### src/rtl/gpio_irq_pkg.sv
package gpio_irq_pkg;

  // Per-pin sensitivity code: MSB selects edge mode, LSB the polarity.
  typedef enum logic [1:0] {
    SENSE_LOW  = 2'b00,
    SENSE_HIGH = 2'b01,
    SENSE_RISE = 2'b10,
    SENSE_FALL = 2'b11
  } sense_e;

  // Strobes from control to datapath.
  typedef struct packed {
    logic clrApply;   // clrBits qualified this cycle
    logic detectEn;   // detection armed (low for the priming cycle)
  } ctrl_strobes_t;

endpackage

### src/rtl/gpio_irq_pin.sv
module gpio_irq_pin
  import gpio_irq_pkg::*;
(
  input  logic       level,
  input  logic       prevLevel,
  input  logic       isOutput,
  input  logic [1:0] sense,
  input  logic       anyEdge,
  input  logic       detectEn,
  output logic       event_o
);

  logic changed;
  sense_e code;

  assign changed = level ^ prevLevel;
  assign code    = sense_e'(sense);

  always_comb begin
    event_o = 1'b0;
    if (detectEn && !isOutput) begin
      if (anyEdge) begin
        event_o = changed;
      end else begin
        unique case (code)
          SENSE_LOW:  event_o = !level;
          SENSE_HIGH: event_o = level;
          SENSE_RISE: event_o = changed && level;
          SENSE_FALL: event_o = changed && !level;
          default:    event_o = 1'b0;
        endcase
      end
    end
  end

endmodule

### src/rtl/gpio_irq_dp.sv
module gpio_irq_dp
  import gpio_irq_pkg::*;
#(
  parameter int NUM_PINS = 32
) (
  input  logic                  clk,
  input  logic                  rstN,
  input  ctrl_strobes_t         strobes,
  input  logic [NUM_PINS-1:0]   pinIn,
  input  logic [NUM_PINS-1:0]   pinIsOutput,
  input  logic [2*NUM_PINS-1:0] senseCfg,
  input  logic [NUM_PINS-1:0]   anyEdgeCfg,
  input  logic [NUM_PINS-1:0]   clrBits,
  output logic [NUM_PINS-1:0]   status
);

  logic [NUM_PINS-1:0] prevLevel;
  logic [NUM_PINS-1:0] pinEvent;
  logic [NUM_PINS-1:0] clrVec;

  for (genvar i = 0; i < NUM_PINS; i++) begin : g_pin
    gpio_irq_pin u_pin (
      .level     (pinIn[i]),
      .prevLevel (prevLevel[i]),
      .isOutput  (pinIsOutput[i]),
      .sense     (senseCfg[2*i +: 2]),
      .anyEdge   (anyEdgeCfg[i]),
      .detectEn  (strobes.detectEn),
      .event_o   (pinEvent[i])
    );
  end

  assign clrVec = strobes.clrApply ? clrBits : '0;

  always_ff @(posedge clk or negedge rstN) begin
    if (!rstN) begin
      prevLevel <= '0;
      status    <= '0;
    end else begin
      prevLevel <= pinIn;
      status    <= (status & ~clrVec) | pinEvent;
    end
  end

endmodule

### src/rtl/gpio_irq_ctrl.sv
module gpio_irq_ctrl
  import gpio_irq_pkg::*;
#(
  parameter int NUM_PINS  = 32,
  parameter bit SPLIT_IRQ = 1'b0
) (
  input  logic                clk,
  input  logic                rstN,
  input  logic                clrStrobe,
  input  logic [NUM_PINS-1:0] status,
  input  logic [NUM_PINS-1:0] irqMask,
  output ctrl_strobes_t       strobes,
  output logic [1:0]          irqOut
);

  localparam int HALF = NUM_PINS / 2;

  logic                primed;
  logic [NUM_PINS-1:0] masked;
  logic [1:0]          irqNext;

  assign masked = status & irqMask;

  if (SPLIT_IRQ) begin : g_split
    assign irqNext = {|masked[NUM_PINS-1:HALF], |masked[HALF-1:0]};
  end else begin : g_single
    assign irqNext = {1'b0, |masked};
  end

  always_ff @(posedge clk or negedge rstN) begin
    if (!rstN) begin
      primed <= 1'b0;
      irqOut <= '0;
    end else begin
      primed <= 1'b1;
      irqOut <= irqNext;
    end
  end

  assign strobes.clrApply = clrStrobe;
  assign strobes.detectEn = primed;

endmodule

### src/rtl/gpio_irq_detect.sv
module gpio_irq_detect
  import gpio_irq_pkg::*;
#(
  parameter int NUM_PINS  = 32,
  parameter bit SPLIT_IRQ = 1'b0
) (
  input  logic                  clk,
  input  logic                  rstN,
  input  logic [NUM_PINS-1:0]   pinIn,
  input  logic [NUM_PINS-1:0]   pinIsOutput,
  input  logic [2*NUM_PINS-1:0] senseCfg,
  input  logic [NUM_PINS-1:0]   anyEdgeCfg,
  input  logic [NUM_PINS-1:0]   irqMask,
  input  logic                  clrStrobe,
  input  logic [NUM_PINS-1:0]   clrBits,
  output logic [NUM_PINS-1:0]   status,
  output logic [1:0]            irqOut
);

  ctrl_strobes_t strobes;

  gpio_irq_ctrl #(
    .NUM_PINS  (NUM_PINS),
    .SPLIT_IRQ (SPLIT_IRQ)
  ) u_ctrl (
    .clk       (clk),
    .rstN      (rstN),
    .clrStrobe (clrStrobe),
    .status    (status),
    .irqMask   (irqMask),
    .strobes   (strobes),
    .irqOut    (irqOut)
  );

  gpio_irq_dp #(
    .NUM_PINS (NUM_PINS)
  ) u_dp (
    .clk         (clk),
    .rstN        (rstN),
    .strobes     (strobes),
    .pinIn       (pinIn),
    .pinIsOutput (pinIsOutput),
    .senseCfg    (senseCfg),
    .anyEdgeCfg  (anyEdgeCfg),
    .clrBits     (clrBits),
    .status      (status)
  );

endmodule

### config.mk
export PLATFORM = sky130hd
export DESIGN_NAME = gpio_irq_detect
export DESIGN_NICKNAME = d
export VERILOG_FILES = /design/src/rtl/gpio_irq_pkg.sv /design/src/rtl/gpio_irq_pin.sv /design/src/rtl/gpio_irq_dp.sv /design/src/rtl/gpio_irq_ctrl.sv /design/src/rtl/gpio_irq_detect.sv
export SDC_FILE = /design/constraint.sdc
export NUM_CORES = 1
export LEC_CHECK = 0
export ABC_AREA = 1
export BUFFER_PORTS_ARGS = -buffer_cell sky130_fd_sc_hd__buf_2
export CAP_MARGIN = 30
export CORE_MARGIN = 5
export CORE_UTILIZATION = 47
export DETAILED_ROUTE_END_ITERATION = 10
export GPL_TIMING_DRIVEN = 0
export PLACE_DENSITY = 0.81
export SLEW_MARGIN = 20
export SYNTH_ARGS = -nofsm -noshare
export SYNTH_HDL_FRONTEND = slang
export SYNTH_SLANG_ARGS = --single-unit
### constraint.sdc
create_clock -name clk -period 1 [get_ports clk]
set_input_delay 0.1 -clock clk [delete_from_list [all_inputs] [get_ports clk]]
set_output_delay 0.1 -clock clk [all_outputs]
set_load 0.05 [all_outputs]
* Word-level counts from Yosys, hierarchy flattened
Cells that the tools add are included.
** Storage, ports and cells
- Bits in registers :: 66
- Input bits :: 227
- Word-level logic and storage cells :: 426
** Operators by class
- Equal/unequal tests :: 96
- Multiplexer cells :: 97
- Bitwise gates (word level) :: 36
- Reduce and logical (&&, ||, !) cells :: 193
** Operators with widths (number)
- $eq A2 B2 Y1 const B :: 64
- $pmux W1 S4 :: 32
- $logic_and A1 B1 Y1 :: 96
- $and A32 B32 Y32 :: 2
- $eq A2 B1 Y1 const B :: 32
- $logic_not A1 Y1 :: 64
- $logic_not A2 Y1 :: 32
- $mux W1 :: 64
- $mux W32 :: 1
- $not A32 Y32 :: 1
- $or A32 B32 Y32 :: 1
- $reduce_or A32 Y1 :: 1
- $xor A1 B1 Y1 :: 32

* Longest topological paths before layout
Gate-level depths: netlist of run 1.
- Depth after elaboration :: 6
- Mapped depth :: 8
- Mapped depth without buffers :: 8

* By module
A second synthesis of run 1 with hierarchy kept.
** Unflattened totals
- Cell total of the unflattened synthesis :: 1065
- Area, all modules :: 5555.3 µm²
** By module, submodules not included
- gpio_irq_pin :: instances 32, cells an instance 25, area an instance 97.6 µm², seq. area each 0.0 µm²
- gpio_irq_dp :: instances 1, cells an instance 195, area an instance 2115.8 µm², seq. area each 1601.5 µm²
- gpio_irq_ctrl :: instances 1, cells an instance 70, area an instance 316.6 µm², seq. area each 50.0 µm²

* Worst setup path before layout of run 1
OpenSTA, ideal clock, no wires.
- Path type :: flip-flop to flip-flop
- Start point :: register u_dp.status[30]
- End point :: register u_ctrl.irqOut[0]
- Library setup time :: 0.119 ns
- Data arrival time :: 0.999 ns
- Slack :: -0.117 ns
- Cell stages (with the launch flop) :: 7
- Buffers on the path :: 0
- Cell sequence :: dfrtp_1 -> nand2_1 -> nand2_1 -> nor2_1 -> nand2_1 -> nor2_1 -> nand2_1
** On the way
- Word-level cells in the longest chain between the ends :: 2
** Ends and longest elaborated chain
- start, declared :: RTL line gpio_irq_dp.sv:14 : output logic [NUM_PINS-1:0] status
- start signal, assigned :: RTL line gpio_irq_dp.sv:41 : status <= (status & ~clrVec) | pinEvent;
- $and A32 B32 Y32 :: RTL line gpio_irq_ctrl.sv:22 : assign masked = status & irqMask;
- $reduce_or A32 Y1 :: RTL line gpio_irq_ctrl.sv:27 : assign irqNext = {1'b0, |masked};
- via u_ctrl.irqNext[0] :: RTL line gpio_irq_ctrl.sv:20 : logic [1:0] irqNext;
- end signal, assigned :: RTL line gpio_irq_ctrl.sv:36 : irqOut <= irqNext;
- end, declared :: RTL line gpio_irq_ctrl.sv:13 : output logic [1:0] irqOut
The timed path passes the listed nets, and every way through them passes these cells.

* Worst setup path after layout of run 1
- Start point :: register u_ctrl.primed
- End point :: register u_dp.status[0]
** On the way
- Word-level cells in the longest chain between the ends :: 3
** Ends and longest elaborated chain
- start, declared :: RTL line gpio_irq_ctrl.sv:18 : logic primed;
- start signal, assigned :: RTL line gpio_irq_ctrl.sv:32 : primed <= 1'b0;
- start signal, assigned :: RTL line gpio_irq_ctrl.sv:35 : primed <= 1'b1;
- $logic_and A1 B1 Y1 :: RTL line gpio_irq_pin.sv:21 : if (detectEn && !isOutput) begin
- $mux W1 :: RTL line gpio_irq_pin.sv:21
- $or A32 B32 Y32 :: RTL line gpio_irq_dp.sv:41
Every way passes these cells.

==> results.py, run 1 <==
metrics = {
    "outcome": {
        "status": "complete, but fails checks",
        "failed_checks": "setup timing",
    },
    "setup_path": {
        "cp_max_fo": 7,
        "worstSetupEndpointType": "register",
        "worstPathCellList": "clkinv_4 > clkbuf_16 > nor2_4 > nand2_1 > inv_1 > nand2_2 > nand2_1",
        "reg2reg_to": "u_dp.status[0]$_DFF_PN0_",
        "arrival_ns": 1.35,
        "worstSetupPathType": "reg2reg",
        "ff2ff_setup_slack_ns": -0.07,
        "crit_path_top_delay_cell": "dfrtp_1",
        "timing.rr.start": "u_ctrl.primed$_DFF_PN0_",
        "startpoint_type": "register",
        "crit_top_cell": "nand2_1",
        "reg2reg_depth": 7,
        "max_stage_delay_ns": 0.37,
        "cp_data_required_time_ns": 1.27,
    },
    "synth": {
        "ys_warn_count": 0,
        "synth-simple-area-share": 0.519,
        "yosysSeqAreaShare": 0.309,
        "yosys.area_share.adder": 0,
        "syn_inst": 1003,
        "synth_top_family_by_area": "simple AND/OR/NAND/NOR gates",
        "synthesis.area_mm2": 0.00534,
        "synth_cell_type_count": 10,
        "synth_seq_cells": 66,
        "syn_nets": 1230,
        "post_synth.cell_area_avg_um2": 5.32,
        "synthMuxAreaShare": 0,
        "synth_compound_area_frac": 0,
        "synthXorXnorAreaFrac": 0,
    },
    "cells_and_area": {
        "fillers": 913,
        "regArea_mm2": 0.00169,
        "final_nets": 1550,
        "area_delta_synth_final_pct": 52.3,
        "multi_input_area_mm2": 0.00294,
        "layout-drive-gt1-share": 0.288,
        "utilization": 0.721,
        "antenna_cells": 0,
    },
    "global_routing": {
        "grt_pass1_wl_um": 27100,
        "grt_pass1_vias": 6427,
        "top_usage_layer": "met2",
        "antenna_found_initial": 0,
        "grt_use_met2": 0.456,
        "use_met1": 0.280,
        "track_usage": 0.252,
        "grt_max_degree": 51,
        "use_met3": 0.0523,
        "grt_overflow": 0,
    },
    "timing": {
        "fin_crit_ns": 1.07,
        "setup_viol": 62,
        "worst_slack_ns": -0.0749,
        "finClkSkew_ns": 0.0103,
        "finalCritPeriodShare": 1.07,
        "slew_viol_final": 0,
        "fmax_ghz": 0.930,
        "setup_tns_ns": -1.88,
        "rsz0062_at_grt": "yes",
        "hold_viol": 0,
    },
    "pwr": {
        "p_comb_frac": 0.350,
        "power_density_mw_per_mm2": 1260,
        "power.share.clock": 0.330,
        "power_switching_share": 0.347,
        "vdd_drop_max_uv": 949,
        "power.total_mw": 10.2,
        "power.leakage_nw": 5.37,
        "p_switching_mw": 3.55,
        "pwr-share-seq": 0.320,
        "internal_power_mw": 6.67,
    },
    "drt": {
        "vias": 6713,
        "drc": 0,
        "ant_nets": 0,
        "drt_iter0_markers": 336,
        "wl_per_cell_um": 12.0,
        "drt-total-wl_um": 17600,
        "firstDrtPassIters": 5,
        "viasPerCell": 4.56,
    },
    "cts": {
        "cts-root-buf": "clkbuf_16",
        "clk_latency_ns": 0.34,
        "numCtsBuffers": 9,
        "cts_tree": "done",
        "clkTransAtPathRegs_ns": 0.06,
        "htree_num_levels": 3,
        "clockBufferDepth": 2,
        "clock_sinks": 66,
    },
    "hold_path": {
        "min_to": "u_dp.status[25]$_DFF_PN0_",
        "min_path_type": "in2reg",
        "holdPathStages": 4,
        "worstHoldStart": "clrBits[25]",
    },
    "die": {
        "rows": 39,
        "core-area_mm2": 0.0113,
        "initial_core_util": 0.474,
        "die_h_um": 117,
        "die-width_um": 117,
        "io_pins": 261,
        "die_area_mm2": 0.0136,
    },
    "placed_design": {
        "dp_worst_setup_slack_ns": -0.101,
        "routabilityCongestion": 0.834,
        "numPortBuffers": 259,
        "dpl.hpwl_um": 13000,
    },
    "job": {
        "maxCapViolations": 0,
    },
}
-- power by group through the flow --
stage          clock network, mW  logic [mW]  registers, mW
2_1_floorplan                  0        1.17           3.94
3_3_place_gp                   0        2.93           3.24
3_5_place_dp                   0        2.99           3.24
4_1_cts                     3.44        3.43           3.25
5_1_grt                     3.59        3.94           3.30
6_report                    3.37        3.57           3.27
-- sequential cells by signal, summed over array words and instances (netlist names) --
register        cells
u_ctrl.irqOut       1
u_ctrl.primed       1
u_dp.prevLevel     32
u_dp.status        32
-- metrics by stage --
| step | hold WS [ns] | cells | cell area (µm²) |
|---|---|---|---|
| global placement | 0.249 | 1405 | 6850 |
| finish | 0.00894 | 1471 | 8130 |
| floorplan | -0.196 | 1003 | 5380 |
| global route | 0.0216 | 1471 | 8130 |
| CTS | 0.00273 | 1468 | 7890 |
| detailed placement | -0.00313 | 1406 | 6880 |
-- area by class of cell --
cell class              instances  area share
repair buffers                309       0.253
multi-input cells             705       0.362
flip-flops and latches         66       0.208
clock inverters                 1     0.00369
clock buffers                  15      0.0354
well taps                     143      0.0220
inverters                     225       0.104
plain buffers                   7      0.0111
-- synthesized netlist by cell type --
cell type | n | area share
inv_1 | 224 | 0.16
nor2_2 | 21 | 0.025
dfrtp_1 | 66 | 0.31
nand2_1 | 533 | 0.37
buf_4 | 4 | 0.0056
nor2_1 | 85 | 0.060
buf_6 | 3 | 0.0063
inv_2 | 1 | 0.00070
conb_1 | 2 | 0.0014
nand3_1 | 64 | 0.060
-- cells by family (layout without fill, tap and decap cells) --
| family | count (synthesis) | count (layout) |
|---|---|---|
| simple gates | 703 | 703 |
| other cells | 2 | 2 |
| buf+inv | 232 | 557 |
| flops | 66 | 66 |
-- metal layers --
metal  share of wire  wire length [µm]
met5               0                 0
met4           0.036               637
met3           0.084              1490
met2            0.50              8760
met1            0.38              6720
-- what timing repair did --
action                     4_1_cts  5_1_grt
pin swaps                        4       32
cloned                           0        2
hold buffers                    43        0
hold endpoints to repair       108        0
gates resized for setup         75       63
setup endpoints to repair       64       65
buffers inserted                 3        5
-- cells in the final DEF, fill, tap and decap left out --
| cell | instances |
|---|---|
| buf_6 | 34 |
| nor2_4 | 21 |
| dfrtp_1 | 34 |
| buf_4 | 13 |
| nand2_1 | 523 |
| nor2_1 | 73 |
| clkinv_4 | 1 |
| buf_12 | 3 |
| nor2_2 | 12 |
| clkbuf_8 | 4 |
| clkbuf_16 | 11 |
| inv_2 | 18 |
| bufinv_16 | 1 |
| nand3_1 | 63 |
| nand3_2 | 1 |
| nand2_2 | 10 |
| dfrtp_2 | 32 |
| dlygate4sd3_1 | 43 |
| inv_1 | 206 |
| buf_16 | 1 |
| conb_1 | 2 |
| clkbuf_1 | 2 |
| buf_2 | 220 |
-- worst max path at each step --
| stage | endpoint | slack (ns) | from |
|---|---|---|---|
| 6_report | u_dp.status[0]$_DFF_PN0_ | -0.07 | u_ctrl.primed$_DFF_PN0_ |
| 5_1_grt | u_ctrl.irqOut[0]$_DFF_PN0_ | -0.16 | u_dp.status[4]$_DFF_PN0_ |
| 4_1_cts | status[29] | -0.07 | u_dp.status[29]$_DFF_PN0_ |
| 3_5_place_dp | u_dp.status[0]$_DFF_PN0_ | -0.10 | u_ctrl.primed$_DFF_PN0_ |
| 3_3_place_gp | u_dp.status[13]$_DFF_PN0_ | -0.71 | rstN |
| 2_1_floorplan | u_ctrl.irqOut[0]$_DFF_PN0_ | -0.02 | u_dp.status[26]$_DFF_PN0_ |
-- worst max-delay path: cells and delay by family (launching register included) --
family | cells | cell delay, ns
buffers and inverters | 3 | 0.39
flip-flops | 1 | 0.37
AND/OR/NAND/NOR | 4 | 0.23
Note: power is estimated with default switching activity, not from simulation.
==> run 2: changes to the inputs <==
--- a/config.mk
+++ b/config.mk
@@ -13,6 +13,7 @@
 export DETAILED_ROUTE_END_ITERATION = 10
 export GPL_TIMING_DRIVEN = 0
 export PLACE_DENSITY = 0.81
+export SETUP_SLACK_MARGIN = 0.15
 export SLEW_MARGIN = 20
 export SYNTH_ARGS = -nofsm -noshare
 export SYNTH_HDL_FRONTEND = slang
==> run 2 against run 1 <==
Net effect: the run ends with hold timing, setup timing left; power increased by 3.2%; utilization down 0.44 points; die area is the same; global-route usage decreased by 2.0 points; sequential power barely moved; design area down 0.62%; via count is 1.5% lower; worst hold slack worse by 0.31 ns.
==> results.py, run 2 (same netlist as run 1, synthesis figures left out) <==
metrics = {
    "outcome": {
        "status": "complete, but fails checks",
        "failed_checks": "hold timing, setup timing",
    },
    "pwr": {
        "p_comb_frac": 0.333,
        "power.total_mw": 10.5,
        "internal_power_mw": 6.99,
        "power_switching_share": 0.337,
        "power_density_mw_per_mm2": 1300,
        "p_switching_mw": 3.55,
        "pwr-share-seq": 0.310,
        "power.share.clock": 0.356,
        "power.leakage_nw": 5.36,
        "vdd_drop_max_uv": 1060,
    },
    "timing": {
        "fin_crit_ns": 1.12,
        "rsz0062_at_grt": "yes",
        "setup_viol": 51,
        "hold_ws_ns": -0.302,
        "worst_slack_ns": -0.116,
        "hold_viol": 28,
        "finalCritPeriodShare": 1.12,
        "fmax_ghz": 0.896,
        "slew_viol_final": 0,
        "finClkSkew_ns": 0.00893,
    },
    "cells_and_area": {
        "finalNonFillerCells": 1466,
        "multi_input_area_mm2": 0.00295,
        "final_cell_mix": "nand2_1, buf_2, inv_1",
        "layout_commonest_cell": "nand2_1",
        "top_regs": "u_dp.prevLevel (32), u_dp.status (32)",
        "fillers": 965,
        "area_delta_synth_final_pct": 51.4,
        "layout-drive-gt1-share": 0.298,
        "regArea_mm2": 0.00169,
        "final_nets": 1544,
    },
    "die": {
        "initial_core_util": 0.474,
        "die-width_um": 117,
        "die_h_um": 117,
        "die_area_mm2": 0.0136,
        "io_pins": 261,
        "rows": 39,
        "core-area_mm2": 0.0113,
    },
    "placed_design": {
        "numPortBuffers": 259,
        "dp_worst_setup_slack_ns": -0.115,
        "dp.cells": 1406,
        "dpl.hpwl_um": 12800,
        "routabilityCongestion": 0.856,
    },
    "setup_path": {
        "worstSetupEndpointType": "register",
        "startpoint_type": "register",
        "max_stage_delay_ns": 0.43,
        "arrival_ns": 1.33,
        "worstPathCellList": "nand2_2 > nand2_1 > nor2_1 > nand2_1 > nor2_2 > nand2_1",
        "worstSetupPathType": "reg2reg",
        "cp_max_fo": 3,
        "crit_top_cell": "nand2_1",
        "crit_path_top_delay_cell": "dfrtp_2",
        "cp_data_required_time_ns": 1.21,
    },
    "cts": {
        "cts_tree": "done",
        "cts_hold_buf": 33,
        "cts-root-buf": "clkbuf_16",
        "clock_sinks": 66,
        "numCtsBuffers": 9,
        "clkTransAtPathRegs_ns": 0.06,
        "clockBufferDepth": 2,
        "clk_latency_ns": 0.33,
        "htree_num_levels": 3,
    },
    "drt": {
        "wl_per_cell_um": 11.7,
        "viasPerCell": 4.51,
        "vias": 6611,
        "drt-total-wl_um": 17100,
        "firstDrtPassIters": 6,
        "ant_nets": 0,
        "drc": 0,
        "drt_iter0_markers": 321,
    },
    "global_routing": {
        "antenna_found_initial": 3,
        "grt_max_degree": 39,
        "grt_overflow": 0,
        "grt_pass1_vias": 6011,
        "track_usage": 0.233,
        "grt_pass1_wl_um": 25300,
    },
    "hold_path": {
        "min_path_type": "in2async",
    },
    "job": {
        "maxCapViolations": 0,
    },
}
-- run 2: what timing repair did --
| action | 4_1_cts | 5_1_grt |
|---|---|---|
| gates cloned | 0 | 2 |
| endpoints found under the hold margin | 61 | 28 |
| gates resized for setup | 70 | 68 |
| endpoints found under the setup margin | 66 | 66 |
| setup buffers | 2 | 6 |
| pin swaps | 0 | 52 |
-- run 2: per-layer routing --
layer	share of wire	wire (µm)	vias up	track usage
met5	0.0011	19	-	0
met3	0.094	1610	36	0.0715
met2	0.51	8670	232	0.423
met1	0.38	6470	2846	0.256
met4	0.022	375	4	0.0826
li1	-	-	3493	-
-- run 2: worst paths after layout --
kind,start,endpoint,slack [ns],depth (start not counted)
max,u_dp.status[4]$_DFF_PN0_,u_ctrl.irqOut[0]$_DFF_PN0_,-0.12,6
min,rstN,u_dp.prevLevel[24]$_DFF_PN0_,-0.30,1
max reg2reg,u_dp.status[4]$_DFF_PN0_,u_ctrl.irqOut[0]$_DFF_PN0_,-0.12,6
min reg2reg,u_dp.status[20]$_DFF_PN0_,u_dp.status[20]$_DFF_PN0_,0.51,2
max in group asynchronous,rstN,u_dp.status[13]$_DFF_PN0_,0.71,2
min in group clk,clrBits[6],u_dp.status[6]$_DFF_PN0_,0.01,4
-- run 2: critical path: cells and delay by family (launching register included) --
kind,cells,cell delay (ns)
and+or+nand+nor,6,0.57
DFF,1,0.43
-- run 2: power groups by stage --
stage / Clock (mW) / Combinational [mW] / Sequential (mW)
3_3_place_gp: 0 / 2.91 / 3.25
2_1_floorplan: 0 / 1.16 / 3.94
6_report: 3.76 / 3.51 / 3.27
4_1_cts: 3.81 / 3.34 / 3.25
5_1_grt: 3.94 / 3.87 / 3.30
3_5_place_dp: 0 / 2.96 / 3.25
-- run 2: layout make-up --
class                   count  area share
repair buffers            303       0.243
multi-input cells         705       0.366
plain buffers               7      0.0111
inverters                 225       0.105
diodes                      1    0.000310
well taps                 143      0.0221
clock buffers              11      0.0313
clock inverters             5      0.0124
flip-flops and latches     66       0.209
-- run 2: stage by stage --
step | TNS, ns | area (µm²) | utilization | hold slack, ns
final | -1.23 | 8080 | 0.717 | -0.302
after global routing | -4.12 | 8080 | 0.717 | -0.277
after CTS | -0.734 | 7800 | 0.692 | -0.289
after global placement | -42.94 | 6850 | 0.608 | 0.251
after detailed placement | -0.687 | 6880 | 0.610 | 0.0643
after floorplan | -0.0243 | 5380 | - | -0.196
